<file path="src/rtl/tbtb_pkg.sv">
package tbtb_pkg;
  typedef enum logic [1:0] {
    SEQ_IDLE    = 2'd0,
    SEQ_KILL    = 2'd1,
    SEQ_RESTART = 2'd2
  } seq_e;
endpackage

</file>
<file path="src/rtl/tbtb_cam.sv">
module tbtb_cam #(
  parameter int N    = 8,
  parameter int PC_W = 32,
  localparam int IDX_W = $clog2(N)
) (
  input  logic [N-1:0]           valid_i,
  input  logic [N-1:0][PC_W-1:0] tag_i,
  input  logic [PC_W-1:0]        key_i,
  output logic [N-1:0]           match_o,
  output logic                   hit_o,
  output logic [IDX_W-1:0]       idx_o
);
  for (genvar i = 0; i < N; i++) begin : g_cmp
    assign match_o[i] = valid_i[i] && (tag_i[i] == key_i);
  end

  always_comb begin
    idx_o = '0;
    for (int i = N - 1; i >= 0; i--) begin
      if (match_o[i]) idx_o = IDX_W'(i);
    end
  end

  assign hit_o = |match_o;
endmodule

</file>
<file path="src/rtl/tbtb_victim.sv">
module tbtb_victim #(
  parameter int N = 8,
  localparam int IDX_W = $clog2(N)
) (
  input  logic             clk_i,
  input  logic             rst_ni,
  input  logic [N-1:0]     valid_i,
  input  logic             adv_i,
  output logic [IDX_W-1:0] idx_o,
  output logic             full_o
);
  logic [IDX_W-1:0] rr_q;
  logic [IDX_W-1:0] free_idx;

  always_comb begin
    free_idx = '0;
    for (int i = N - 1; i >= 0; i--) begin
      if (!valid_i[i]) free_idx = IDX_W'(i);
    end
  end

  assign full_o = &valid_i;
  assign idx_o  = full_o ? rr_q : free_idx;

  always_ff @(posedge clk_i or negedge rst_ni) begin
    if (!rst_ni)     rr_q <= '0;
    else if (adv_i)  rr_q <= (rr_q == IDX_W'(N - 1)) ? '0 : rr_q + 1'b1;
  end
endmodule

</file>
<file path="src/rtl/tbtb_seq.sv">
module tbtb_seq
  import tbtb_pkg::*;
#(
  parameter int PC_W = 32
) (
  input  logic            clk_i,
  input  logic            rst_ni,
  input  logic            start_i,
  input  logic [PC_W-1:0] pc_i,
  output logic            flush_o,
  output logic            redirect_o,
  output logic [PC_W-1:0] pc_o
);
  seq_e            st_q;
  logic [PC_W-1:0] pc_q;

  always_ff @(posedge clk_i or negedge rst_ni) begin
    if (!rst_ni) begin
      st_q <= SEQ_IDLE;
      pc_q <= '0;
    end else if (start_i) begin
      st_q <= SEQ_KILL;
      pc_q <= pc_i;
    end else begin
      unique case (st_q)
        SEQ_KILL:    st_q <= SEQ_RESTART;
        SEQ_RESTART: st_q <= SEQ_IDLE;
        default:     st_q <= SEQ_IDLE;
      endcase
    end
  end

  assign flush_o    = (st_q != SEQ_IDLE);
  assign redirect_o = (st_q == SEQ_RESTART);
  assign pc_o       = pc_q;
endmodule

</file>
<file path="src/rtl/taken_btb.sv">
module taken_btb #(
  parameter int N_ENTRIES  = 8,
  parameter int PC_W       = 32,
  parameter int INSN_W     = 32,
  parameter int INSN_BYTES = 4,
  parameter bit FOLD_EN    = 1'b1
) (
  input  logic              clk_i,
  input  logic              rst_ni,
  input  logic [PC_W-1:0]   fetch_pc_i,
  output logic              hit_o,
  output logic [PC_W-1:0]   next_pc_o,
  output logic              fold_o,
  output logic [INSN_W-1:0] fold_insn_o,
  input  logic              res_valid_i,
  input  logic [PC_W-1:0]   res_pc_i,
  input  logic              res_is_branch_i,
  input  logic              res_taken_i,
  input  logic              res_uncond_i,
  input  logic              res_hit_i,
  input  logic [PC_W-1:0]   res_target_i,
  input  logic [INSN_W-1:0] res_target_insn_i,
  output logic              flush_o,
  output logic              redirect_o,
  output logic [PC_W-1:0]   redirect_pc_o
);
  localparam int IDX_W = $clog2(N_ENTRIES);
  localparam logic [PC_W-1:0] STEP = PC_W'(INSN_BYTES);

  // entry storage
  logic [N_ENTRIES-1:0]             ent_valid;
  logic [N_ENTRIES-1:0][PC_W-1:0]   ent_tag;
  logic [N_ENTRIES-1:0][PC_W-1:0]   ent_tgt;
  logic [N_ENTRIES-1:0][INSN_W-1:0] ent_insn;
  logic [N_ENTRIES-1:0]             ent_unc;

  // fetch lookup
  logic [N_ENTRIES-1:0] f_match;
  logic                 f_hit;
  logic [IDX_W-1:0]     f_idx;

  tbtb_cam #(.N(N_ENTRIES), .PC_W(PC_W)) u_fetch_cam (
    .valid_i (ent_valid),
    .tag_i   (ent_tag),
    .key_i   (fetch_pc_i),
    .match_o (f_match),
    .hit_o   (f_hit),
    .idx_o   (f_idx)
  );

  // resolve lookup
  logic [N_ENTRIES-1:0] r_match;
  logic                 r_hit;
  logic [IDX_W-1:0]     r_idx;

  tbtb_cam #(.N(N_ENTRIES), .PC_W(PC_W)) u_res_cam (
    .valid_i (ent_valid),
    .tag_i   (ent_tag),
    .key_i   (res_pc_i),
    .match_o (r_match),
    .hit_o   (r_hit),
    .idx_o   (r_idx)
  );

  // update control
  logic             taken_eff;
  logic             wr_en;
  logic             del_en;
  logic [IDX_W-1:0] wr_idx;
  logic [IDX_W-1:0] vic_idx;
  logic             tbl_full;
  logic             rr_adv;
  logic [INSN_W-1:0] wr_insn;
  logic             wr_unc;

  assign taken_eff = res_is_branch_i && res_taken_i;
  assign wr_en     = res_valid_i && taken_eff;
  assign del_en    = res_valid_i && !taken_eff && r_hit;
  assign wr_idx    = r_hit ? r_idx : vic_idx;
  assign rr_adv    = wr_en && !r_hit && tbl_full;

  tbtb_victim #(.N(N_ENTRIES)) u_victim (
    .clk_i   (clk_i),
    .rst_ni  (rst_ni),
    .valid_i (ent_valid),
    .adv_i   (rr_adv),
    .idx_o   (vic_idx),
    .full_o  (tbl_full)
  );

  if (FOLD_EN) begin : g_fold
    assign wr_insn = res_target_insn_i;
    assign wr_unc  = res_uncond_i;
  end else begin : g_nofold
    assign wr_insn = '0;
    assign wr_unc  = 1'b0;
  end

  always_ff @(posedge clk_i or negedge rst_ni) begin
    if (!rst_ni) begin
      ent_valid <= '0;
      ent_tag   <= '0;
      ent_tgt   <= '0;
      ent_insn  <= '0;
      ent_unc   <= '0;
    end else begin
      for (int i = 0; i < N_ENTRIES; i++) begin
        if (wr_en && wr_idx == IDX_W'(i)) begin
          ent_valid[i] <= 1'b1;
          ent_tag[i]   <= res_pc_i;
          ent_tgt[i]   <= res_target_i;
          ent_insn[i]  <= wr_insn;
          ent_unc[i]   <= wr_unc;
        end else if (del_en && r_idx == IDX_W'(i)) begin
          ent_valid[i] <= 1'b0;
        end
      end
    end
  end

  // registered fetch prediction
  logic [PC_W-1:0] f_tgt;
  logic            f_fold;

  assign f_tgt  = ent_tgt[f_idx];
  assign f_fold = f_hit && ent_unc[f_idx];

  always_ff @(posedge clk_i or negedge rst_ni) begin
    if (!rst_ni) begin
      hit_o       <= 1'b0;
      fold_o      <= 1'b0;
      fold_insn_o <= '0;
      next_pc_o   <= '0;
    end else begin
      hit_o       <= f_hit;
      fold_o      <= f_fold;
      fold_insn_o <= f_fold ? ent_insn[f_idx] : '0;
      if (!f_hit)      next_pc_o <= fetch_pc_i + STEP;
      else if (f_fold) next_pc_o <= f_tgt + STEP;
      else             next_pc_o <= f_tgt;
    end
  end

  // misprediction kill / restart
  logic            mispred;
  logic [PC_W-1:0] fix_pc;

  assign mispred = res_valid_i && (res_hit_i != taken_eff);
  assign fix_pc  = taken_eff ? res_target_i : res_pc_i + STEP;

  tbtb_seq #(.PC_W(PC_W)) u_seq (
    .clk_i      (clk_i),
    .rst_ni     (rst_ni),
    .start_i    (mispred),
    .pc_i       (fix_pc),
    .flush_o    (flush_o),
    .redirect_o (redirect_o),
    .pc_o       (redirect_pc_o)
  );
endmodule

</file>
<file path="config.mk">
export PLATFORM = sky130hd
export DESIGN_NAME = taken_btb
export DESIGN_NICKNAME = d
export VERILOG_FILES = /design/src/rtl/tbtb_pkg.sv /design/src/rtl/tbtb_cam.sv /design/src/rtl/tbtb_victim.sv /design/src/rtl/tbtb_seq.sv /design/src/rtl/taken_btb.sv
export SDC_FILE = /design/constraint.sdc
export NUM_CORES = 2
export LEC_CHECK = 0
export CAP_MARGIN = 10
export CORE_AREA = 2 2 303 305
export CTS_CLUSTER_DIAMETER = 80
export DETAILED_ROUTE_END_ITERATION = 10
export DIE_AREA = 0 0 305 307
export PLACE_DENSITY = 0.77
export SETUP_SLACK_MARGIN = 0.2
export SLEW_MARGIN = 20
export SYNTH_ARGS = -nofsm -noshare
export SYNTH_HDL_FRONTEND = slang
export SYNTH_SLANG_ARGS = --single-unit
</file>
<file path="constraint.sdc">
create_clock -name clk_i -period 5.85 [get_ports clk_i]
set_input_delay 1.4625 -clock clk_i [delete_from_list [all_inputs] [get_ports clk_i]]
set_output_delay 1.4625 -clock clk_i [all_outputs]
set_load 0.05 [all_outputs]
</file>
==> key figures <==
Flow run
  – MaxCap Viol Count: 0

GRT
  – Overflow after GRT: 0
  – Maximum number of pins on one net before global-route repair: 127
  – Global-route wire length before repair: 244000 um
  – Antenna violations before repair: 12
  – Total global-route track usage: 35.1%
  – Via count of the first global-routing pass: 36.6k

Status
  – Status: finished, final reports clean

Setup path
  – R2R cell count: 17
  – Cell mode on critical path: sky130_fd_sc_hd__buf_4
  – Data arrival time of the critical path: 6.22 ns
  – Slowest stage cell on the critical path: sky130_fd_sc_hd__or4_1
  – Critical path buffer and inverter count: 7
  – Destination of the worst register-to-register timing path: next_pc_o[24]$_DFF_PN0_
  – Largest delay share family, worst path: simple AND/OR/NAND/NOR gates
  – Data required time at the worst endpoint: 6.42 ns
  – Category of the most critical setup path: input pin to flip-flop
  – Worst R2R Setup Slack: 1.13 ns
  – Stage delay of the slowest cell on the critical path: 0.56 ns
  – Cell Chain, Critical Path: clkdlybuf4s50_1, buf_12, buf_4, xor2_1, nor4_1, nand4_1, or4_1, buf_4, nand2b_1, a211oi_1, buf_4, o211ai_1, nand4_2, a2111oi_4, buf_4, nand4_1, nor4_4, buf_4, mux2_1, a211o_1
  – Maximum fanout encountered on the critical timing path: 8
  – Launch point of the worst reg-to-reg path: ent_tag[158]$_DFFE_PN0P_
  – Element type at the critical path end: flip-flop
  – Kind of launch point of the worst setup path: input pin

Floorplanning
  – I/O Pins: 235
  – Total number of placement rows: 111
  – Starting density of the core: 51.4%
  – Core box area: 90700 um^2
  – Die width: 305 um
  – Die Footprint: 93600 um^2
  – Die Span Y: 307 um

Layout
  – Area of all sequential standard cells: 22200 um^2
  – Fin util: 64.2%
  – Post-route cell area: 58200 um^2
  – Antenna cells: 0
  – Layout Area Growth over Synthesis: 24.8%
  – Fraction of final layout cells with drive strength greater than 1: 32.9%
  – Leading cell type in the layout, fill and taps excluded: sky130_fd_sc_hd__dfrtp_1
  – Leading cell types in the layout, fill and taps excluded: sky130_fd_sc_hd__dfrtp_1 (887), sky130_fd_sc_hd__mux2_2 (805), sky130_fd_sc_hd__buf_4 (439)
  – Number of standard cells in the final layout excluding fillers: 6019
  – Fill cell count: 6942
  – Area of the multi-input gates: 23300 um^2
  – Number of nets in the final layout: 4898

Timing
  – Final min period: 5.65 ns
  – Worst Tran Pin Value: 1.03 ns
  – Final period util: 96.6%
  – Maximum clock frequency: 0.177 GHz
  – RSZ-0062 raised after global routing: true
  – Slew Viols, Final: 0
  – Slew margin rel.: 31.4%
  – Final number of hold-violating endpoints: 0
  – PnR worst setup slack: 0.197 ns
  – Clk_skew: 0.0202 ns
  – # setup viols final: 0

Routing
  – Iteration count of the initial detailed-routing pass: 6
  – Detail-routed via count per cell: 6.10
  – # DRC: 0
  – Detailed router's first-iteration violation count: 4235
  – Total wire length after detailed routing: 166000 um
  – Total number of vias: 36.7k
  – Wire length per cell: 27.5 um
  – Post-route ant nets: 0

Synth
  – Async SR Flop Fraction: 100%
  – Net count after synthesis: 4320
  – Most used flip-flop cell after synthesis: sky130_fd_sc_hd__dfrtp_1
  – Gate count of the mapped netlist: 4180
  – Area share of the largest cell type after synthesis: 47.6%
  – Proportion of synthesized chip area in sequential cells: 47.6%
  – Synthesis-stage register bit count: 887
  – Cell type with the largest total area after synthesis: sky130_fd_sc_hd__dfrtp_1
  – Number of enable-type register cells in the synthesized netlist: 0
  – Count of cell types in the netlist: 82
  – Synth top area cells: sky130_fd_sc_hd__dfrtp_1 (48%), sky130_fd_sc_hd__mux2_2 (19%), sky130_fd_sc_hd__xor2_1 (6.1%)
  – Syn_area_per_cell: 11.2 um^2
  – Netlist area before placement: 46600 um^2
  – Count of warnings emitted by yosys: 0

Clocking
  – Worst-Skew Late Latency: 0.69 ns
  – Maximum level of the CTS H-tree: 3
  – # clock sinks: 887
  – Reg clk slew, reported paths: 0.06 ns
  – Number of hold-repair buffers added at the cts stage: 0
  – Cell at the root of the clock tree: sky130_fd_sc_hd__clkbuf_16
  – Number of CTS-inserted buffers: 95
  – Buffers from clock root to sink, at most: 3
  – TritonCTS clock tree: yes

Worst hold path
  – Worst min-delay path endpoint: u_seq.st_q[1]$_DFF_PN0_
  – Number of cells on the worst hold path: 1
  – Critical hold path startpoint: u_seq.st_q[1]$_DFF_PN0_
  – Hold Path Class: flip-flop to flip-flop

Placement
  – Post-DP HPWL: 118000 um
  – Worst slack after detailed placement: -0.579 ns
  – Total instance count after detailed placement: 5842
  – GP Congestion: 1.04
  – Cell area after placement: 54600 um^2
  – Number of port buffers: 234

Pwr
  – Reported leakage power: 26.0 nW
  – Total power density per cell area: 436 nW/um^2
  – Worst ir drop on vdd: 0.330 mV
[per-layer routing]
layer,routed length (um),GRT usage (%),share of wire (%)
met1,70100,49.8,42
met2,73300,53.5,44
met3,15400,6.96,9.3
met4,6910,13.1,4.2
met5,139,0,0.084
[synthesized netlist by cell type (5+ instances only)]
cell type / number
sky130_fd_sc_hd__a211oi_1: 6
sky130_fd_sc_hd__a21oi_1: 81
sky130_fd_sc_hd__a221oi_1: 7
sky130_fd_sc_hd__and2_1: 9
sky130_fd_sc_hd__and3_1: 27
sky130_fd_sc_hd__and4_1: 12
sky130_fd_sc_hd__buf_1: 57
sky130_fd_sc_hd__buf_2: 44
sky130_fd_sc_hd__buf_4: 18
sky130_fd_sc_hd__buf_6: 11
sky130_fd_sc_hd__clkbuf_1: 166
sky130_fd_sc_hd__dfrtp_1: 887
sky130_fd_sc_hd__ha_1: 5
sky130_fd_sc_hd__inv_1: 43
sky130_fd_sc_hd__mux2_2: 805
sky130_fd_sc_hd__mux2i_1: 60
sky130_fd_sc_hd__nand2_1: 320
sky130_fd_sc_hd__nand3_1: 215
sky130_fd_sc_hd__nand3b_1: 5
sky130_fd_sc_hd__nand4_1: 92
sky130_fd_sc_hd__nand4b_1: 8
sky130_fd_sc_hd__nor2_1: 229
sky130_fd_sc_hd__nor3_1: 30
sky130_fd_sc_hd__nor4_1: 123
sky130_fd_sc_hd__nor4_2: 5
sky130_fd_sc_hd__nor4b_1: 10
sky130_fd_sc_hd__o211ai_1: 32
sky130_fd_sc_hd__o21ai_0: 128
sky130_fd_sc_hd__o21ai_1: 6
sky130_fd_sc_hd__o221ai_1: 25
sky130_fd_sc_hd__o22ai_1: 12
sky130_fd_sc_hd__or3_1: 8
sky130_fd_sc_hd__or4_1: 12
sky130_fd_sc_hd__xnor2_1: 262
sky130_fd_sc_hd__xor2_1: 324
[final cells by class]
cell class,instances,share of cell area (%)
Clock buffer,140,4.82
Clock inverter,32,0.903
Inverter,43,0.277
Multi-Input combinational cell,2954,40.1
Sequential cell,887,38.1
Tap cell,1186,2.55
Timing Repair Buffer,777,13.2
[stage by stage]
stage	TNS (ns)	hold WS, ns	total power, mW
after floorplan	0	0.414	15.3
after global placement	-16.60	0.427	18.3
after detailed placement	-15.99	0.436	18.7
after CTS	0	0.445	25.2
after global routing	0	0.472	26.5
final	0	0.445	25.4
[power by group]
group / total [mW] / switching, mW / leakage, nW / internal (mW)
Sequential: 10.7 / 2.08 / 11.6 / 8.58
Combinational: 8.30 / 3.90 / 12.9 / 4.40
Clock: 6.44 / 2.62 / 1.62 / 3.82
Total: 25.4 / 8.60 / 26.0 / 16.8
[worst max-delay path by stage]
stage	start	to	slack (ns)	cells past startpoint
after floorplan	fetch_pc_i[20]	next_pc_o[22]$_DFF_PN0_	0.28	22
after global placement	fetch_pc_i[17]	next_pc_o[11]$_DFF_PN0_	-0.58	21
after detailed placement	fetch_pc_i[28]	next_pc_o[24]$_DFF_PN0_	-0.58	21
after CTS	fetch_pc_i[30]	next_pc_o[24]$_DFF_PN0_	0.20	20
after global routing	fetch_pc_i[12]	next_pc_o[24]$_DFF_PN0_	0.15	22
final	fetch_pc_i[8]	next_pc_o[31]$_DFF_PN0_	0.20	20
[logic make-up (layout without fill, tap and decap cells)]
group / count (synthesis) / after routing / synth area share [%]
adders and majority gates: 5 / 5 / 0.134
and+or+nand+nor: 1136 / 1136 / 12.3
AOI/OAI and AO/OA: 360 / 360 / 5.08
buffers and inverters: 339 / 992 / 3.17
xor gates and xnor gates: 586 / 586 / 11.0
muxes: 867 / 867 / 20.8
DFF: 887 / 887 / 47.6
[sequential cells by signal (all words and copies together), names as in the netlist]
name and count:
hit_o 1, next_pc_o 32, u_seq.st_q 2, ent_tgt 256
ent_tag 256, ent_valid 8, ent_unc 8, u_victim.rr_q 3
ent_insn 256, fold_insn_o 32, u_seq.pc_o 32, fold_o 1
[repair_timing]
| item | 4_1_cts | 5_1_grt |
|---|---|---|
| buffers inserted | 0 | 4 |
| pin swaps | 0 | 14 |
| cloned | 0 | 1 |
| setup endpoints to repair | 4 | 29 |
| resized for setup | 5 | 46 |
(Power assumes the default switching activity.)
